## config.mk

```make
export PLATFORM = sky130hd
export DESIGN_NAME = aux_edid_responder
export DESIGN_NICKNAME = d
export VERILOG_FILES = /design/src/rtl/aux_edid_pkg.sv /design/src/rtl/aux_reg_decode.sv /design/src/rtl/aux_hdr_decode.sv /design/src/rtl/aux_sel_state.sv /design/src/rtl/aux_edid_responder.sv
export SDC_FILE = /design/constraint.sdc
export NUM_CORES = 1
export LEC_CHECK = 0
export BUFFER_PORTS_ARGS = -buffer_cell sky130_fd_sc_hd__buf_2
export CAP_MARGIN = 0
export CORE_ASPECT_RATIO = 1.4
export CORE_UTILIZATION = 57
export CTS_BUF_LIST = sky130_fd_sc_hd__clkbuf_8 sky130_fd_sc_hd__clkbuf_16
export CTS_CLUSTER_SIZE = 30
export DETAILED_ROUTE_END_ITERATION = 6
export GPL_ROUTABILITY_DRIVEN = 1
export GPL_TIMING_DRIVEN = 1
export PLACE_DENSITY = 0.8
export REMOVE_ABC_BUFFERS = 1
export SETUP_SLACK_MARGIN = 0.1
export SLEW_MARGIN = 30
export SYNTH_ARGS = -nofsm -noshare
export SYNTH_HDL_FRONTEND = slang
export SYNTH_SLANG_ARGS = --single-unit
export TNS_END_PERCENT = 20
```

## constraint.sdc

```tcl
create_clock -name clk -period 2.6 [get_ports clk]
set_input_delay 0.52 -clock clk [delete_from_list [all_inputs] [get_ports clk]]
set_output_delay 0.52 -clock clk [all_outputs]
set_load 0.01 [all_outputs]
```

## src/rtl/aux_edid_pkg.sv

```systemverilog
package aux_edid_pkg;
   localparam logic [7:0] OFS_CTL     = 8'h10;
   localparam int         OFS_STRIDE  = 4;
   localparam int         CTL_BUSY    = 31;
   localparam int         CTL_DONE    = 30;
   localparam int         SIZE_LSB    = 20;
   localparam int         SIZE_W      = 5;
   localparam int         HDR_READ    = 28;
   localparam int         HDR_MOT     = 30;
   localparam int         HDR_ADR_LSB = 8;
   localparam int         BYTE_LSB    = 16;

   typedef struct packed {
      logic        is_read;
      logic        mot;
      logic [15:0] taddr;
   } aux_hdr_t;
endpackage

```

## src/rtl/aux_reg_decode.sv

```systemverilog
module aux_reg_decode #(
   parameter int ADDR_W   = 12,
   parameter int NUM_DATA = 5
) (
   input  logic [ADDR_W-1:0]   addr,
   output logic                ctl_hit,
   output logic [NUM_DATA:1]   data_hit
);
   import aux_edid_pkg::*;

   logic [7:0] low;
   assign low     = addr[7:0];
   assign ctl_hit = (low == OFS_CTL);

   for (genvar k = 1; k <= NUM_DATA; k++) begin : g_hit
      localparam logic [7:0] OFS_K = 8'(int'(OFS_CTL) + OFS_STRIDE * k);
      assign data_hit[k] = (low == OFS_K);
   end
endmodule

```

## src/rtl/aux_hdr_decode.sv

```systemverilog
module aux_hdr_decode (
   input  logic [31:0]               hdr_word,
   output aux_edid_pkg::aux_hdr_t    hdr
);
   import aux_edid_pkg::*;

   assign hdr.is_read = hdr_word[HDR_READ];
   assign hdr.mot     = hdr_word[HDR_MOT];
   assign hdr.taddr   = hdr_word[HDR_ADR_LSB +: 16];
endmodule

```

## src/rtl/aux_sel_state.sv

```systemverilog
module aux_sel_state #(
   parameter int EDID_BYTES = 128,
   parameter int PORT_W     = 3,
   parameter int PTR_W      = 8
) (
   input  logic              clk,
   input  logic              rst_n,
   input  logic              ev_clear,
   input  logic              ev_select,
   input  logic              ev_read,
   input  logic [PORT_W-1:0] port_idx,
   input  logic              dp_monitor,
   output logic              target_sel,
   output logic              edid_avail,
   output logic [PORT_W-1:0] sel_port,
   output logic [PTR_W-1:0]  ptr,
   output logic              fetch_ok
);
   localparam logic [PTR_W-1:0] PTR_END = PTR_W'(EDID_BYTES);

   assign fetch_ok = target_sel && edid_avail && (ptr < PTR_END);

   always_ff @(posedge clk) begin
      if (!rst_n) begin
         target_sel <= 1'b0;
         edid_avail <= 1'b0;
         sel_port   <= '0;
         ptr        <= '0;
      end else if (ev_clear) begin
         target_sel <= 1'b0;
         edid_avail <= 1'b0;
         ptr        <= '0;
      end else if (ev_select) begin
         target_sel <= 1'b1;
         sel_port   <= port_idx;
         if (dp_monitor) edid_avail <= 1'b1;
      end else if (ev_read && fetch_ok) begin
         ptr <= ptr + 1'b1;
      end
   end

   AST_PTR_STEP: assert property (@(posedge clk) disable iff (!rst_n)
      (ptr != $past(ptr)) |-> (ptr == $past(ptr) + 1'b1 || ptr == '0));
   AST_PTR_CEIL: assert property (@(posedge clk) disable iff (!rst_n)
      ptr <= PTR_END);
   AST_NOSEL_HOLD: assert property (@(posedge clk) disable iff (!rst_n)
      (ev_read && !(target_sel && edid_avail) && !ev_clear) |=> $stable(ptr));
   AST_CLEAR_STATE: assert property (@(posedge clk) disable iff (!rst_n)
      ev_clear |=> (!target_sel && !edid_avail && ptr == '0));
endmodule

```

## src/rtl/aux_edid_responder.sv

```systemverilog
module aux_edid_responder #(
   parameter int          ADDR_W      = 12,
   parameter int          NUM_DATA    = 5,
   parameter int          EDID_BYTES  = 128,
   parameter int          PORT_W      = 3,
   parameter logic [15:0] EDID_TARGET = 16'h0050,
   parameter logic [7:0]  ACK_CODE    = 8'h00,
   parameter int          PTR_W       = $clog2(EDID_BYTES + 1)
) (
   input  logic              clk,
   input  logic              rst_n,
   input  logic              wr_en,
   input  logic [ADDR_W-1:0] wr_addr,
   input  logic [31:0]       wr_data,
   input  logic [ADDR_W-1:0] rd_addr,
   output logic [31:0]       rd_data,
   input  logic [PORT_W-1:0] port_idx,
   input  logic              dp_monitor,
   input  logic [7:0]        edid_byte,
   output logic [PTR_W-1:0]  edid_index,
   output logic              target_sel,
   output logic              edid_avail,
   output logic [PORT_W-1:0] sel_port
);
   import aux_edid_pkg::*;

   localparam logic [SIZE_W-1:0] LEN_ADDR_ONLY = SIZE_W'(3);
   localparam logic [SIZE_W-1:0] LEN_ONE_BYTE  = SIZE_W'(4);

   if (ADDR_W < 8) begin : g_bad_addr
      $error("ADDR_W must cover the low offset byte");
   end
   if (NUM_DATA < 1 || NUM_DATA > 59) begin : g_bad_data
      $error("NUM_DATA out of range");
   end
   if (EDID_BYTES < 1) begin : g_bad_edid
      $error("EDID_BYTES must be positive");
   end
   if (PTR_W < $clog2(EDID_BYTES + 1)) begin : g_bad_ptr
      $error("PTR_W too narrow for EDID_BYTES");
   end

   logic                  wctl_hit, rctl_hit;
   logic [NUM_DATA:1]     wdat_hit, rdat_hit;
   logic [31:0]           ctl_q;
   logic [NUM_DATA:1][31:0] data_q;
   aux_hdr_t              hdr;
   logic [SIZE_W-1:0]     req_len;
   logic                  busy_wr, len_ao, len_one;
   logic                  ev_clear, ev_select, ev_read, reply_wr, fetch_ok;
   logic [31:0]           ctl_next, reply;
   logic [7:0]            reply_byte;

   aux_reg_decode #(.ADDR_W(ADDR_W), .NUM_DATA(NUM_DATA)) u_wdec (
      .addr(wr_addr), .ctl_hit(wctl_hit), .data_hit(wdat_hit));
   aux_reg_decode #(.ADDR_W(ADDR_W), .NUM_DATA(NUM_DATA)) u_rdec (
      .addr(rd_addr), .ctl_hit(rctl_hit), .data_hit(rdat_hit));

   aux_hdr_decode u_hdr (.hdr_word(data_q[1]), .hdr(hdr));

   assign req_len  = wr_data[SIZE_LSB +: SIZE_W];
   assign busy_wr  = wr_en && wctl_hit && wr_data[CTL_BUSY];
   assign len_ao   = (req_len == LEN_ADDR_ONLY);
   assign len_one  = (req_len == LEN_ONE_BYTE);

   assign ev_clear  = busy_wr && len_ao && (!hdr.mot || hdr.taddr == 16'h0);
   assign ev_select = busy_wr && len_ao && hdr.mot && (hdr.taddr == EDID_TARGET);
   assign ev_read   = busy_wr && !len_ao && hdr.is_read && len_one;
   assign reply_wr  = busy_wr && (len_ao || !hdr.is_read || len_one);

   aux_sel_state #(.EDID_BYTES(EDID_BYTES), .PORT_W(PORT_W), .PTR_W(PTR_W)) u_state (
      .clk(clk), .rst_n(rst_n),
      .ev_clear(ev_clear), .ev_select(ev_select), .ev_read(ev_read),
      .port_idx(port_idx), .dp_monitor(dp_monitor),
      .target_sel(target_sel), .edid_avail(edid_avail), .sel_port(sel_port),
      .ptr(edid_index), .fetch_ok(fetch_ok));

   always_comb begin
      ctl_next                          = '0;
      ctl_next[CTL_DONE]                = 1'b1;
      ctl_next[SIZE_LSB +: SIZE_W]      = hdr.is_read ? SIZE_W'(2) : SIZE_W'(1);
      reply_byte                        = (ev_read && fetch_ok) ? edid_byte : 8'h00;
      reply                             = '0;
      reply[31:24]                      = ACK_CODE;
      reply[BYTE_LSB +: 8]              = reply_byte;
   end

   always_ff @(posedge clk) begin
      if (!rst_n) begin
         ctl_q  <= '0;
         data_q <= '0;
      end else begin
         if (busy_wr) ctl_q <= ctl_next;
         for (int k = 1; k <= NUM_DATA; k++) begin
            if (k == 1 && reply_wr)            data_q[k] <= reply;
            else if (wr_en && wdat_hit[k])     data_q[k] <= wr_data;
         end
      end
   end

   always_comb begin
      rd_data = '0;
      if (rctl_hit) rd_data = ctl_q;
      for (int k = 1; k <= NUM_DATA; k++) begin
         if (rdat_hit[k]) rd_data = data_q[k];
      end
   end

   AST_CTL_DONE: assert property (@(posedge clk) disable iff (!rst_n)
      busy_wr |=> (ctl_q[CTL_DONE] && !ctl_q[CTL_BUSY] &&
                   ctl_q[SIZE_LSB +: SIZE_W] == ($past(hdr.is_read) ? SIZE_W'(2) : SIZE_W'(1))));
   AST_CTL_IDLE: assert property (@(posedge clk) disable iff (!rst_n)
      (wr_en && wctl_hit && !wr_data[CTL_BUSY]) |=> $stable(ctl_q));
   AST_REPLY_ACK: assert property (@(posedge clk) disable iff (!rst_n)
      reply_wr |=> (data_q[1][31:24] == ACK_CODE && data_q[1][15:0] == 16'h0));
   AST_BADLEN_HOLD: assert property (@(posedge clk) disable iff (!rst_n)
      (busy_wr && hdr.is_read && !len_ao && !len_one) |=> $stable(data_q[1]));
   AST_HIT_ONEHOT: assert property (@(posedge clk) disable iff (!rst_n)
      $onehot0({wctl_hit, wdat_hit}));
endmodule

```

Word level (Yosys, flattened, before mapping)
Index checks and enable logic that the tools add are counted.
{"block": "op_classes", "n_eq_ne": 15, "bitwise_logic": 3, "reduce_logical": 31, "n_addsub": 1, "muxes": 10, "order_cmp": 1}
{"cell": "two-way mux 32 bit", "n": 5}
{"cell": "== test 8 x 5 -> 1 bit (second input constant)", "n": 8}
{"cell": "two-way mux 24 bit", "n": 2}
{"cell": "== test 8 x 6 -> 1 bit (second input constant)", "n": 4}
{"cell": "two-way mux 31 bit", "n": 1}
{"cell": "logical AND 1 bit", "n": 18}
{"cell": "== test 16 x 7 -> 1 bit (second input constant)", "n": 1}
{"cell": "logical NOT 16 bit", "n": 1}
{"cell": "adder 8 x 1 -> 8 bit (second input constant)", "n": 1}
{"cell": "less-than comparator 8 bit (second input constant)", "n": 1}
{"cell": "two-way mux 8 bit", "n": 1}
{"cell": "AND reduction 2 bit", "n": 3}
{"cell": "== test 5 x 2 -> 1 bit (second input constant)", "n": 1}
{"cell": "== test 5 x 3 -> 1 bit (second input constant)", "n": 1}
{"cell": "OR reduction 2 bit", "n": 2}
{"cell": "logical NOT 1 bit", "n": 3}
{"cell": "logical OR 1 bit", "n": 3}
{"cell": "inverter 1 bit", "n": 3}
{"cell": "two-way mux 2 bit", "n": 1}
{"cell": "nonzero test 2 bit", "n": 1}
{"block": "totals", "register_bits": 179, "in_bits": 71, "output_inout_bits": 45}

Longest topological paths before layout
{"block": "depth", "depth_word": 9, "depth_mapped": 6, "ltp_nobuf": 4}

Hierarchy
A second synthesis with hierarchy kept.
{"block": "hier_totals", "cells_unflattened": 1134, "area_unflattened_um2": 8448.1}
{"module": "aux_edid_responder", "area_per_inst_um2": 7558.5, "cells_per_inst": 1030, "instances": 1, "seq_area_each_um2": 3263.1}
{"module": "aux_sel_state", "area_per_inst_um2": 581.8, "cells_per_inst": 62, "instances": 1, "seq_area_each_um2": 260.2}
{"module": "aux_reg_decode", "area_per_inst_um2": 86.3, "cells_per_inst": 12, "instances": 2, "seq_area_each_um2": 0.0}
{"module": "aux_hdr_decode", "area_per_inst_um2": 135.1, "cells_per_inst": 18, "instances": 1, "seq_area_each_um2": 0.0}

Worst setup path after synthesis
OpenSTA, ideal clock, no wires.
{"block": "synth_timing", "path_type": "input port to output port", "from": "input port rd_addr[3]", "to": "output port rd_data[0]", "n_path_buf": 1, "path_slack_ps": 190, "arrival_ps": 1890, "path_stages": 5, "t_required_ps": 2080, "cell_sequence": "clkbuf_1 > nor4b_1 > nor3b_2 > a22oi_1 > o221ai_1"}
{"block": "synth_between", "elab_chain_len": 6, "elab_cells_between_ends": 10, "classes_between": "5 x eq/ne; 5 x mux"}
{"item": "start, declared", "line": "aux_edid_responder.sv:15", "rtl": "input logic [ADDR_W-1:0] rd_addr,"}
{"item": "== test 8 x 5 -> 1 bit", "line": "aux_reg_decode.sv:17", "rtl": "assign data_hit[k] = (low == OFS_K);"}
{"item": "two-way mux 32 bit (4 in a row)", "line": "aux_edid_responder.sv:105", "rtl": "if (rdat_hit[k]) rd_data = data_q[k];"}
{"item": "two-way mux 32 bit *", "line": "aux_edid_responder.sv:105"}
{"item": "end, declared", "line": "aux_edid_responder.sv:16", "rtl": "output logic [31:0] rd_data,"}
Mark *: on every way between the ends. The rest lies on a longest branch, timed or not.

Worst setup path in the final report
{"block": "layout_timing", "from": "input port rd_addr[3]", "to": "output port rd_data[12]"}
Same word-level chain as after synthesis.

==> metrics <==
Startpoint Class primary input; Synth async-reset ratio 0; Arr. time, crit path ~2.0 ns; cts hold-fix bufs 0; Yosys top cell area share 0.452; Final Power approximately 5.5 mW; Vias roughly 7100; diodes inserted 0; Clk pwr share 0.453; clk_lat worst skew 0.42 ns; Final setup viols 0; most used flip-flop cell after synthesis dfxtp_1; Post-Synthesis Cells 899; first-pass GRT wire length around 34000 µm; Tot GR Track Use 0.310; final net count 1066; Slew HR 0.543; Clock Pin Slew Worst Setup and Hold Paths 0.06 ns; RSZ-0062 raised after global routing true; top post-synthesis cells by count nand2_1, dfxtp_1, mux2i_1; largest net degree at the start of global routing 80; final core utilization 0.693; Die ar. between 10000 and 15000 µm²; global route overflow 0; final antenna-violating net count 0; Yosys cell types 45; CTS Sinks roughly 180; Fill cells ~1100; Slew Limit Fails 0; Clock Tree Buf Depth 2; Pre-antenna DRT Iters 6; dominant cell type by area after synthesis dfxtp_1; Area Overhead vs Synth 19.0%; Mapped Area about 7800 µm²; Pleak 3.94 nW; layout cells sized above 1 0.214; vias in the first global route ~7000; sw frac 0.221; number of warnings issued by yosys 0; most common cell in the synthesized netlist nand2_1; EDFF count, synth 0; cts bufs inserted 17; Hold Vio Cnt, Final 0; Synth Register Bits about 180; Post-Syn Area per Cell 8.67 µm²; CP Max Fanout 24; DR vias/cell ~6; placed cell area 8700 µm²; VDD IR max roughly 0.38 mV; clock root buffer clkbuf_16; Residual DRC 0; Hold Crit Class in2reg; sequential area share after synthesis 0.452; sw power between 1 and 1.5 mW; Setup Skew 0.00720 ns; Core ar. ~13000 µm²; Vert. Die Dim between 100 and 150 µm; post-route cell area between 9000 and 10000 µm²; fin crit period approximately 2.5 ns; Slew @ Worst Pin between 0.6 and 0.7 ns; # IOs approximately 120; CTS tree done; internal power roughly 4.3 mW; status completed; largest cells by area after synthesis dfxtp_1, mux2i_1, nand2_1; crit path kind in2out; pwr/cell area 588 nW/µm²; Seq pwr share 0.495; drt total wl 21400 µm; combinational fraction of design power 0.052; Initial Util 0.582; H-tree depth 4; MaxCap Viol Count 0; initial antenna violation count 0; CP required between 2 and 2.5 ns; FMAX 406 MHz; IO buf count about 110; WL/cell between 15 and 20 µm; Core Rows 50; number of DRC markers in iteration 0 578; Placer Congestion ~0.8; Die W about 100 µm; Final Cycle Share 0.948; CP Capture Type output pin; DPL Wire Length ~13000 µm
## cells by family after synthesis
| logic type | after synthesis | synth area share |
|---|---|---|
| AND/OR/NAND/NOR | 330 | 0.188 |
| AO/OA/AOI/OAI | 192 | 0.155 |
| adder cells (fa/ha/maj) | 1 | 0.00160 |
| buffers and inverters | 78 | 0.0387 |
| multiplexers | 122 | 0.165 |
| flip-flops | 176 | 0.452 |
## routing by layer
metal  wire [µm]  global-route usage  share of wire  vias to the layer above
met5           0                   0              0                        -
met4         701               0.140          0.033                        0
met3        1460              0.0534          0.068                       70
met2       10900               0.544           0.51                      303
met1        8350               0.365           0.39                     3381
li1            -                   -              -                     3366
## placed cells by master (no fill, tap or decap), types with 13 or more instances in the layout
| cell type | count |
|---|---|
| nand2_1 | 191 |
| dfxtp_1 | 176 |
| buf_2 | 107 |
| mux2i_1 | 98 |
| a21oi_1 | 91 |
| nor2_1 | 73 |
| a22oi_1 | 37 |
| buf_4 | 32 |
| o22ai_1 | 24 |
| mux2_2 | 21 |
| clkbuf_16 | 17 |
| nand3_1 | 13 |
## through the flow
step | hold WS [ns] | std cells | worst slack, ns | TNS, ns
2_1_floorplan | 0.433 | 828 | -0.952 | -69.22
3_3_place_gp | 0.439 | 1157 | 0.0931 | 0
3_5_place_dp | 0.445 | 1157 | 0.0840 | 0
4_1_cts | 0.305 | 1187 | 0.157 | 0
5_1_grt | 0.311 | 1187 | 0.0863 | 0
6_report | 0.315 | 1187 | 0.135 | 0
## worst max-delay path, cell delays in order
cell and delay, ns:
buf_2 0.16, nor4b_2 0.31, buf_4 0.15, nand3b_1 0.12, buf_12 0.20, o22ai_1 0.28
buf_2 0.20
## power by group through the flow
stage / clock, mW / combinational [mW] / sequential (mW)
2_1_floorplan: 0 / 0.0869 / 2.76
3_3_place_gp: 0 / 0.277 / 2.76
3_5_place_dp: 0 / 0.279 / 2.76
4_1_cts: 2.50 / 0.281 / 2.70
5_1_grt: 2.61 / 0.302 / 2.70
6_report: 2.47 / 0.286 / 2.70
## path summary, 6_finish.rpt
check	to	slack (ns)	startpoint	depth (start not counted)
hold reg to reg	data_q[101]	0.45	data_q[101]	2
setup reg to reg	u_state.ptr[6]	0.68	data_q[28]	4
setup / recovery	rd_data[12]	0.13	rd_addr[3]	7
hold / removal	data_q[19]	0.32	edid_byte[3]	2
## sequential cells by signal (all words and copies together) (netlist names)
register	cells
u_state.ptr	8
data_q	160
u_state.target_sel	1
u_state.edid_avail	1
ctl_q	3
u_state.sel_port	3
## final cells by class
| type | instances | area, µm² | area share |
|---|---|---|---|
| Sequential cell | 176 | 3520 | 0.380 |
| Clock inverter | 11 | 118 | 0.0127 |
| Timing Repair Buffer | 147 | 936 | 0.101 |
| Multi-Input combinational cell | 645 | 3990 | 0.430 |
| Clock buffer | 19 | 453 | 0.0488 |
| Inverter | 7 | 28.8 | 0.00310 |
| Tap cell | 182 | 228 | 0.0245 |
## repair_timing
| action | in CTS | in global routing |
|---|---|---|
| buffers inserted | 0 | 0 |
| gates resized for setup | 1 | 1 |
| setup endpoints to repair | 1 | 2 |
(Power assumes the default switching activity.)
